[src/rtl/sysmgmt_pkg.sv]
package sysmgmt_pkg;
  typedef enum logic [1:0] {
    SLOT_IP   = 2'd0,
    SLOT_PL   = 2'd1,
    SLOT_BASE = 2'd2,
    SLOT_NONE = 2'd3
  } slot_e;

  typedef enum logic {
    ST_NORMAL = 1'b0,
    ST_SMM    = 1'b1
  } mode_e;

  localparam int NUM_SLOTS = 3;
endpackage

[src/rtl/sysmgmt_slot_dec.sv]
module sysmgmt_slot_dec
  import sysmgmt_pkg::*;
#(
  parameter int              OFS_W    = 16,
  parameter logic [OFS_W-1:0] OFS_IP   = 16'h7FF0,
  parameter logic [OFS_W-1:0] OFS_PL   = 16'h7FA8,
  parameter logic [OFS_W-1:0] OFS_BASE = 16'h7EF8
) (
  input  logic [OFS_W-1:0] ofs,
  output slot_e            slot,
  output logic             hit
);
  always_comb begin
    unique case (ofs)
      OFS_IP:   slot = SLOT_IP;
      OFS_PL:   slot = SLOT_PL;
      OFS_BASE: slot = SLOT_BASE;
      default:  slot = SLOT_NONE;
    endcase
    hit = (slot != SLOT_NONE);
  end
endmodule

[src/rtl/sysmgmt_savemap.sv]
module sysmgmt_savemap
  import sysmgmt_pkg::*;
#(
  parameter int                DATA_W     = 32,
  parameter int                PL_W       = 2,
  parameter logic [DATA_W-1:0] RESET_BASE = 32'h0003_0000
) (
  input  logic              clk,
  input  logic              rst,
  input  logic              in_smm,
  input  logic              hw_wr_en,
  input  slot_e             hw_slot,
  input  logic [DATA_W-1:0] hw_data,
  input  logic              save_en,
  input  logic [DATA_W-1:0] save_ip,
  input  logic [PL_W-1:0]   save_pl,
  output logic [DATA_W-1:0] rd_ip,
  output logic [PL_W-1:0]   rd_pl,
  output logic [DATA_W-1:0] rd_base
);
  localparam int PAD_W = DATA_W - PL_W;

  logic [DATA_W-1:0] slot_q [NUM_SLOTS];

  for (genvar g = 0; g < NUM_SLOTS; g++) begin : g_slot
    localparam logic [DATA_W-1:0] INIT = (g == int'(SLOT_BASE)) ? RESET_BASE : '0;
    logic              save_hit;
    logic [DATA_W-1:0] save_val;

    always_comb begin
      save_hit = save_en && ((g == int'(SLOT_IP)) || (g == int'(SLOT_PL)));
      save_val = (g == int'(SLOT_IP)) ? save_ip : {{PAD_W{1'b0}}, save_pl};
    end

    always_ff @(posedge clk) begin
      if (rst)
        slot_q[g] <= INIT;
      else if (save_hit)
        slot_q[g] <= save_val;
      else if (hw_wr_en && in_smm && (int'(hw_slot) == g))
        slot_q[g] <= hw_data;
    end
  end

  assign rd_ip   = slot_q[SLOT_IP];
  assign rd_pl   = slot_q[SLOT_PL][PL_W-1:0];
  assign rd_base = slot_q[SLOT_BASE];

  AST_MAP_FROZEN_OUTSIDE: assert property (@(posedge clk) disable iff (rst)
    (!in_smm && !save_en) |=> $stable(rd_base)) else $error("base slot changed outside mode");
endmodule

[src/rtl/sysmgmt_fsm.sv]
module sysmgmt_fsm
  import sysmgmt_pkg::*;
#(
  parameter int                IP_W        = 32,
  parameter int                PL_W        = 2,
  parameter logic [IP_W-1:0]   RESET_BASE  = 32'h0003_0000,
  parameter logic [IP_W-1:0]   HANDLER_OFS = 32'h0000_8000
) (
  input  logic            clk,
  input  logic            rst,
  input  logic            smi_req,
  input  logic            rsm_cmd,
  input  logic [IP_W-1:0] rd_ip,
  input  logic [PL_W-1:0] rd_pl,
  input  logic [IP_W-1:0] rd_base,
  output logic            save_en,
  output logic            in_smm,
  output logic            smi_pending,
  output logic            xlate_en,
  output logic            redirect,
  output logic [IP_W-1:0] redirect_addr,
  output logic [PL_W-1:0] redirect_pl,
  output logic            rsm_err
);
  mode_e           mode_q;
  logic            pend_q;
  logic [IP_W-1:0] base_q;
  logic            enter;
  logic            leave;

  always_comb begin
    enter   = (mode_q == ST_NORMAL) && (smi_req || pend_q);
    leave   = (mode_q == ST_SMM) && rsm_cmd;
    save_en = enter;
  end

  always_ff @(posedge clk) begin
    if (rst) begin
      mode_q        <= ST_NORMAL;
      pend_q        <= 1'b0;
      base_q        <= RESET_BASE;
      xlate_en      <= 1'b1;
      redirect      <= 1'b0;
      redirect_addr <= '0;
      redirect_pl   <= '0;
      rsm_err       <= 1'b0;
    end else begin
      redirect <= 1'b0;
      rsm_err  <= (mode_q == ST_NORMAL) && rsm_cmd;
      if (enter) begin
        mode_q        <= ST_SMM;
        pend_q        <= 1'b0;
        xlate_en      <= 1'b0;
        redirect      <= 1'b1;
        redirect_addr <= base_q + HANDLER_OFS;
        redirect_pl   <= '0;
      end else if (leave) begin
        mode_q        <= ST_NORMAL;
        pend_q        <= pend_q | smi_req;
        base_q        <= rd_base;
        xlate_en      <= 1'b1;
        redirect      <= 1'b1;
        redirect_addr <= rd_ip;
        redirect_pl   <= rd_pl;
      end else if (mode_q == ST_SMM) begin
        pend_q <= pend_q | smi_req;
      end
    end
  end

  assign in_smm      = (mode_q == ST_SMM);
  assign smi_pending = pend_q;

  AST_ENTRY_NEEDS_SMI: assert property (@(posedge clk) disable iff (rst)
    $rose(in_smm) |-> $past(smi_req || smi_pending)) else $error("entry without request");
  AST_EXIT_NEEDS_RSM: assert property (@(posedge clk) disable iff (rst)
    $fell(in_smm) |-> $past(rsm_cmd)) else $error("exit without resume");
  AST_ENTRY_TARGET: assert property (@(posedge clk) disable iff (rst)
    $rose(in_smm) |-> (redirect && redirect_pl == '0)) else $error("bad entry redirect");
  AST_NO_XLATE_IN_SMM: assert property (@(posedge clk) disable iff (rst)
    xlate_en != in_smm) else $error("translation on in mode");
  AST_ERR_ONLY_OUTSIDE: assert property (@(posedge clk) disable iff (rst)
    rsm_err |-> $past(rsm_cmd && !in_smm)) else $error("spurious error");
  AST_REDIRECT_ON_SWITCH: assert property (@(posedge clk) disable iff (rst)
    redirect |-> (in_smm != $past(in_smm))) else $error("redirect without switch");
  AST_PENDING_CLEARS: assert property (@(posedge clk) disable iff (rst)
    (smi_pending && !in_smm) |=> (in_smm && !smi_pending)) else $error("held request not taken");
endmodule

[src/rtl/sysmgmt_seq.sv]
module sysmgmt_seq
  import sysmgmt_pkg::*;
#(
  parameter int               IP_W        = 32,
  parameter int               PL_W        = 2,
  parameter int               OFS_W       = 16,
  parameter logic [IP_W-1:0]  RESET_BASE  = 32'h0003_0000,
  parameter logic [IP_W-1:0]  HANDLER_OFS = 32'h0000_8000,
  parameter logic [OFS_W-1:0] OFS_IP      = 16'h7FF0,
  parameter logic [OFS_W-1:0] OFS_PL      = 16'h7FA8,
  parameter logic [OFS_W-1:0] OFS_BASE    = 16'h7EF8
) (
  input  logic             clk,
  input  logic             rst,
  input  logic             smi_req,
  input  logic             rsm_cmd,
  input  logic [IP_W-1:0]  cur_ip,
  input  logic [PL_W-1:0]  cur_pl,
  input  logic             map_wr_en,
  input  logic [OFS_W-1:0] map_wr_ofs,
  input  logic [IP_W-1:0]  map_wr_data,
  output logic             in_smm,
  output logic             smi_pending,
  output logic             xlate_en,
  output logic             redirect,
  output logic [IP_W-1:0]  redirect_addr,
  output logic [PL_W-1:0]  redirect_pl,
  output logic             rsm_err
);
  slot_e           wr_slot;
  logic            wr_hit;
  logic            save_en;
  logic [IP_W-1:0] rd_ip;
  logic [PL_W-1:0] rd_pl;
  logic [IP_W-1:0] rd_base;

  sysmgmt_slot_dec #(
    .OFS_W(OFS_W), .OFS_IP(OFS_IP), .OFS_PL(OFS_PL), .OFS_BASE(OFS_BASE)
  ) u_dec (
    .ofs (map_wr_ofs),
    .slot(wr_slot),
    .hit (wr_hit)
  );

  sysmgmt_savemap #(
    .DATA_W(IP_W), .PL_W(PL_W), .RESET_BASE(RESET_BASE)
  ) u_map (
    .clk     (clk),
    .rst     (rst),
    .in_smm  (in_smm),
    .hw_wr_en(map_wr_en && wr_hit),
    .hw_slot (wr_slot),
    .hw_data (map_wr_data),
    .save_en (save_en),
    .save_ip (cur_ip),
    .save_pl (cur_pl),
    .rd_ip   (rd_ip),
    .rd_pl   (rd_pl),
    .rd_base (rd_base)
  );

  sysmgmt_fsm #(
    .IP_W(IP_W), .PL_W(PL_W), .RESET_BASE(RESET_BASE), .HANDLER_OFS(HANDLER_OFS)
  ) u_fsm (
    .clk          (clk),
    .rst          (rst),
    .smi_req      (smi_req),
    .rsm_cmd      (rsm_cmd),
    .rd_ip        (rd_ip),
    .rd_pl        (rd_pl),
    .rd_base      (rd_base),
    .save_en      (save_en),
    .in_smm       (in_smm),
    .smi_pending  (smi_pending),
    .xlate_en     (xlate_en),
    .redirect     (redirect),
    .redirect_addr(redirect_addr),
    .redirect_pl  (redirect_pl),
    .rsm_err      (rsm_err)
  );

  AST_RESUME_USES_OLD_SLOT: assert property (@(posedge clk) disable iff (rst)
    (in_smm && rsm_cmd) |=> (redirect_addr == $past(rd_ip))) else $error("resume target wrong");
endmodule

[config.mk]
export PLATFORM = sky130hd
export DESIGN_NAME = sysmgmt_seq
export DESIGN_NICKNAME = d
export VERILOG_FILES = /design/src/rtl/sysmgmt_pkg.sv /design/src/rtl/sysmgmt_slot_dec.sv /design/src/rtl/sysmgmt_savemap.sv /design/src/rtl/sysmgmt_fsm.sv /design/src/rtl/sysmgmt_seq.sv
export SDC_FILE = /design/constraint.sdc
export NUM_CORES = 1
export LEC_CHECK = 0
export ABC_AREA = 1
export BUFFER_PORTS_ARGS = -buffer_cell sky130_fd_sc_hd__buf_2
export CORE_UTILIZATION = 57
export CTS_BUF_LIST = sky130_fd_sc_hd__clkbuf_4
export DETAILED_ROUTE_END_ITERATION = 10
export MAX_ROUTING_LAYER = met4
export PLACE_DENSITY_LB_ADDON = 0.25
export SYNTH_ARGS = -nofsm -noshare
export SYNTH_HDL_FRONTEND = slang
export SYNTH_HIERARCHICAL = 1
export SYNTH_SLANG_ARGS = --single-unit
[constraint.sdc]
create_clock -name clk -period 5 [get_ports clk]
set_clock_uncertainty 0.1 [all_clocks]
set_input_delay 0.5 -clock clk [delete_from_list [all_inputs] [get_ports clk]]
set_output_delay 0.5 -clock clk [all_outputs]
set_load 0.005 [all_outputs]
### Word level (Yosys, flattened, before mapping)

Memories as Yosys holds them, arrays and structs flattened. A register that Yosys moved wholly into a read port is not among the register bits.
Index checks and enable logic that the tools add are counted.

| word-level totals | value |
|---|---|
| register bits | 37 |
| bits in writable memories | 96 |
| input port bits | 87 |
| memories | 1 |

Memories:

| memory | words | bits a word | read ports | clocked after memory_dff | wr ports | RTL line | text |
|---|---|---|---|---|---|---|---|
| u_map.slot_q | 3 | 32 | 3 | 2 | 3 | sysmgmt_savemap.sv:23 | `logic [DATA_W-1:0] slot_q [NUM_SLOTS];` |

| operators by class | value |
|---|---|
| add/sub/neg operators | 1 |
| eq/ne operators | 6 |
| mux-type cells | 32 |
| bitwise gates (word level) | 8 |
| reduce and logical (&&, ||, !) cells | 14 |

Operator list:

| cell | number |
|---|---|
| 32-bit 2-to-1 mux | 7 |
| 16-bit by 15-bit equality test with 1-bit output (second input constant) | 3 |
| 32-bit by 16-bit adder with 32-bit output (second input constant) | 1 |
| 1-bit 2-to-1 mux | 24 |
| 1-bit logical AND | 8 |
| 1-bit bitwise OR | 6 |
| 2-bit case mux with 3 select lines | 1 |
| 2-bit equality test (second input constant) | 2 |
| 2-bit nonzero test | 2 |
| 2-bit logical NOT | 1 |
| 2-bit != test (second input constant) | 1 |
| 1-bit inverter | 2 |
| 2-bit AND reduction | 1 |
| 2-bit OR reduction | 1 |
| 1-bit logical OR | 1 |

### Longest topological paths before layout

| depth | value |
|---|---|
| depth after elaboration | 11 |
| gate-level depth with buffers | 13 |
| mapped depth without buffers | 12 |

### Modules after synthesis

The synthesis kept the hierarchy.

Modules (own cells, without submodules):

| module | times used | cells each | area an instance (µm²) |
|---|---|---|---|
| sysmgmt_savemap | 1 | 261 | 3149.3 |
| sysmgmt_fsm | 1 | 426 | 3071.7 |
| sysmgmt_slot_dec | 1 | 36 | 147.6 |
| sysmgmt_seq | 1 | 2 | 7.5 |

### Worst setup path before layout

No wires, ideal clock.

| timing | value |
|---|---|
| path kind | input to register |
| start point | in map_wr_ofs[14] |
| end point | mem u_map.slot_q[0][0], enable pin |
| data arrival time | 3.540 ns |
| required time | 4.430 ns |
| setup slack | 0.890 ns |
| stages on the path | 10 |
| cells stage by stage | inv_1 -> nor2_1 -> nand2_1 -> nor2_2 -> nand2_1 -> nand3_1 -> nand2_1 -> inv_1 -> nand2_2 -> o31ai_1 |

RTL lines:

| element | RTL line | text |
|---|---|---|
| from (decl) | sysmgmt_seq.sv:20 | `input logic [OFS_W-1:0] map_wr_ofs,` |
| to (decl) | sysmgmt_savemap.sv:23 |  |

==> reports/metrics.yaml <==
run_status: "finished, final reports clean"
ioPinCount: 126
first_iter_violations: 522
num_vias: 5249
antenna-diode-count: 0
design.die.area_mm2: 0.0116
worst_path_largest_cell_delay_ps: 850
share_seq_of_total_power_pct: 57.8
post-cts-setup-buffer-count: 0
std_cell_rows: 38
grt_first_pass_wirelength_um: 24000
totalNegativeSetupSlack_ps: 0
internal_power_w: 0.00163
dp.final_hpwl_um: 10900
clkLatencyLatePin_ps: 530
fp.dieH_um: 108
holdBufCountCts: 0
finalHoldWorstSlack_ps: 130
first_pass_drt_iterations: 5
critical_path_class: "flop to flop"
grtUsageMet2_pct: 40.2
switchingPower_w: 0.000593
resized_cells_post_cts: 0
crit_path_end_kind: "flop"
combined_area_of_the_multi_input_logic_cells_mm2: 0.00247
min_period_over_period_pct: 54.2
number_of_buffers_inserted_by_port_buffering: 125
cts_tree: "yes"
crit_path_frequent_cell: "sky130_fd_sc_hd__nor2_4"
min_period_ps: 2710
placed_cells_incl_taps: 954
start_util_pct: 58.6
synthToLayoutAreaGrowth_pct: 13.2
worst_path_dominant_cell_family: "simple AND/OR/NAND/NOR gates"
rsz0062_at_grt: "false"
worstPathRequired_ps: 5070
crit_path_cell_trace: "nor2_4, nor2_4, o31ai_4, buf_4"
area.sequential_mm2: 0.00340
dieWidth_um: 108
htree_num_levels: 4
detail-route-antenna-nets: 0
start_kind: "flop"
yosysWarningCount: 6
timing.max_cap.violations: 0
buffers_inverters_on_critical_path: 1
power.ir.vdd_worst_mv: 0.191
fp.coreArea_mm2: 0.0109
synth_area_mm2: 0.00638
ctsRootBufferMaster: "sky130_fd_sc_hd__clkbuf_4"
wl_per_cell_um: 15.4
worst_setup_hold_path_clk_slew_ps: 130
final_cell_mix: "sky130_fd_sc_hd__nand2_1 (214), sky130_fd_sc_hd__buf_2 (125), sky130_fd_sc_hd__dfxtp_1 (71)"
critical_path_arrival_ps: 2780
clock_power_share_pct: 31.4
combPwrFrac_pct: 10.8
worstPathMaxFanout: 37
most_common_library_cell_in_the_layout_ignoring_fill_and_taps: "sky130_fd_sc_hd__nand2_1"
cts_buffer_depth: 2
first_global_vias: 4662
cells_taking_the_most_area_after_synthesis: "sky130_fd_sc_hd__edfxtp_1 (31%), sky130_fd_sc_hd__dfxtp_1 (22%), sky130_fd_sc_hd__nand2_1 (13%)"
vias_per_cell: 5.32
pwr_density_cell_mw_per_mm2: 308
synth_top_area_share_pct: 31.1
wl_um: 15200
slew_violations: 0
drcViolationCount: 0
grt_antenna_before_repair: 0
swShare_pct: 26.6
clkSinkCount: 137
cts_buffers: 17
timing.hold.worst.class: "input pin to flop"
yosys_register_bits: 137
part_of_the_yosys_area_used_for_sequential_elements_pct: 53.4
grt_use_met3_pct: 5.27
grt.total_usage_pct: 28.3
yosysUniqueCellTypes: 34
nFillCells: 936
slew_headroom_pct: 13.1
syn-num-nets: 813
worstMarginPinSlew_ps: 1300
timing_hold_violations_final: 0
leakage_power_nw: 3.10
design.final.nets: 921
instances_no_fill: 986
globalRoute.totalOverflow: 0
yosys.area.top_type: "sky130_fd_sc_hd__edfxtp_1"
cpMaxStageDelayCell: "sky130_fd_sc_hd__nor2_4"
layout-drive-gt1-share_pct: 26.1
timing.final.setup_violations: 0
report.power.total_w: 0.00223
gpl.final_weighted_congestion: 0.853
post_synth.cell_area_avg_um2: 8.79
globalRouteMet1Util_pct: 41.5
globalRoute.busiestLayer: "met1"
grt_start_max_net_pins: 56
post_synth_inst_count: 725
fmaxAchievable_mhz: 369
==> stage by stage <==
step	utilization [%]	cell area (µm²)	setup slack [ps]
final	66.3	7220	2290
after global routing	66.3	7220	2080
after CTS	66.3	7220	2300
after detailed placement	63.8	6950	2180
after global placement	63.8	6950	2210
after floorplan	-	6380	890
==> registers in the layout, indices dropped and copies added, names as in the netlist <==
name / flops
u_fsm/smi_pending: 1
u_fsm/redirect: 1
u_fsm/redirect_addr: 32
u_fsm/base_q: 32
u_fsm/rsm_err: 1
u_fsm/xlate_en: 1
u_fsm/in_smm: 1
u_map/slot_q: 66
u_fsm/redirect_pl: 2
==> cell usage after synthesis <==
| library cell | count |
|---|---|
| sky130_fd_sc_hd__nand3b_1 | 2 |
| sky130_fd_sc_hd__a21oi_2 | 2 |
| sky130_fd_sc_hd__nor3_1 | 1 |
| sky130_fd_sc_hd__nand2_1 | 214 |
| sky130_fd_sc_hd__clkbuf_1 | 7 |
| sky130_fd_sc_hd__o21ai_1 | 1 |
| sky130_fd_sc_hd__buf_2 | 17 |
| sky130_fd_sc_hd__inv_4 | 1 |
| sky130_fd_sc_hd__and2_1 | 1 |
| sky130_fd_sc_hd__inv_1 | 61 |
| sky130_fd_sc_hd__a211oi_1 | 3 |
| sky130_fd_sc_hd__a31oi_1 | 24 |
| sky130_fd_sc_hd__a21oi_1 | 21 |
| sky130_fd_sc_hd__dfxtp_1 | 71 |
| sky130_fd_sc_hd__o21ai_0 | 39 |
| sky130_fd_sc_hd__nand2_2 | 7 |
| sky130_fd_sc_hd__nor2_2 | 7 |
| sky130_fd_sc_hd__nor2_1 | 59 |
| sky130_fd_sc_hd__inv_2 | 5 |
| sky130_fd_sc_hd__nor2_4 | 36 |
| sky130_fd_sc_hd__nand3_2 | 1 |
| sky130_fd_sc_hd__o31ai_1 | 1 |
| sky130_fd_sc_hd__ha_1 | 1 |
| sky130_fd_sc_hd__buf_4 | 7 |
| sky130_fd_sc_hd__buf_1 | 1 |
| sky130_fd_sc_hd__or2_2 | 1 |
| sky130_fd_sc_hd__buf_6 | 3 |
| sky130_fd_sc_hd__edfxtp_1 | 66 |
| sky130_fd_sc_hd__nand4_1 | 38 |
| sky130_fd_sc_hd__nand2_4 | 1 |
| sky130_fd_sc_hd__nor2_8 | 1 |
| sky130_fd_sc_hd__nand3_1 | 21 |
| sky130_fd_sc_hd__o21bai_1 | 1 |
| sky130_fd_sc_hd__buf_12 | 3 |
==> cell type report <==
cell class              count  area share [%]
flip-flops and latches    137            47.2
well taps                 140            2.43
inverters                  67            3.52
clock buffers              19            1.98
clock inverters            13            1.75
repair buffers            127            8.88
multi-input cells         483            34.3
==> cells by family after synthesis <==
logic type / synth area share (%)
AND/OR/NAND/NOR: 30.3
flip-flops: 53.4
buffers and inverters: 8.08
AO/OA/AOI/OAI: 8.01
adder cells (fa/ha/maj): 0.196
==> final timing paths <==
| check | startpoint | endpoint | cells after the start | slack (ps) |
|---|---|---|---|---|
| max | u_fsm/in_smm | u_map/slot_q[0][28] | 4 | 2290 |
| min | cur_ip[4] | u_map/slot_q[0][4] | 3 | 130 |
| max reg2reg | u_fsm/in_smm | u_map/slot_q[0][28] | 4 | 2290 |
| min reg2reg | u_fsm/base_q[13] | u_fsm/base_q[13] | 2 | 360 |
==> worst register-to-register path: stages (launching register included) <==
cell	delay [ps]
sky130_fd_sc_hd__dfxtp_1	450
sky130_fd_sc_hd__nor2_4	850
sky130_fd_sc_hd__nor2_4	360
sky130_fd_sc_hd__o31ai_4	160
sky130_fd_sc_hd__buf_4	430
==> power by group through the flow <==
stage	registers (W)	logic, W	clock network (W)
2_1_floorplan	0.00130	0.000152	0
3_3_place_gp	0.00131	0.000233	0
3_5_place_dp	0.00131	0.000240	0
4_1_cts	0.00129	0.000240	0.000712
5_1_grt	0.00129	0.000270	0.000763
6_report	0.00129	0.000240	0.000699
==> per-layer routing <==
metal  vias up  wire [µm]  part of all wire, %
li1       2600          -                    -
met1      2402       7340                   48
met2       236       6600                   43
met3        11       1090                  7.2
met4         0        149                 0.98
met5         -          0                    0
Power figures use the tool's default switching activity.
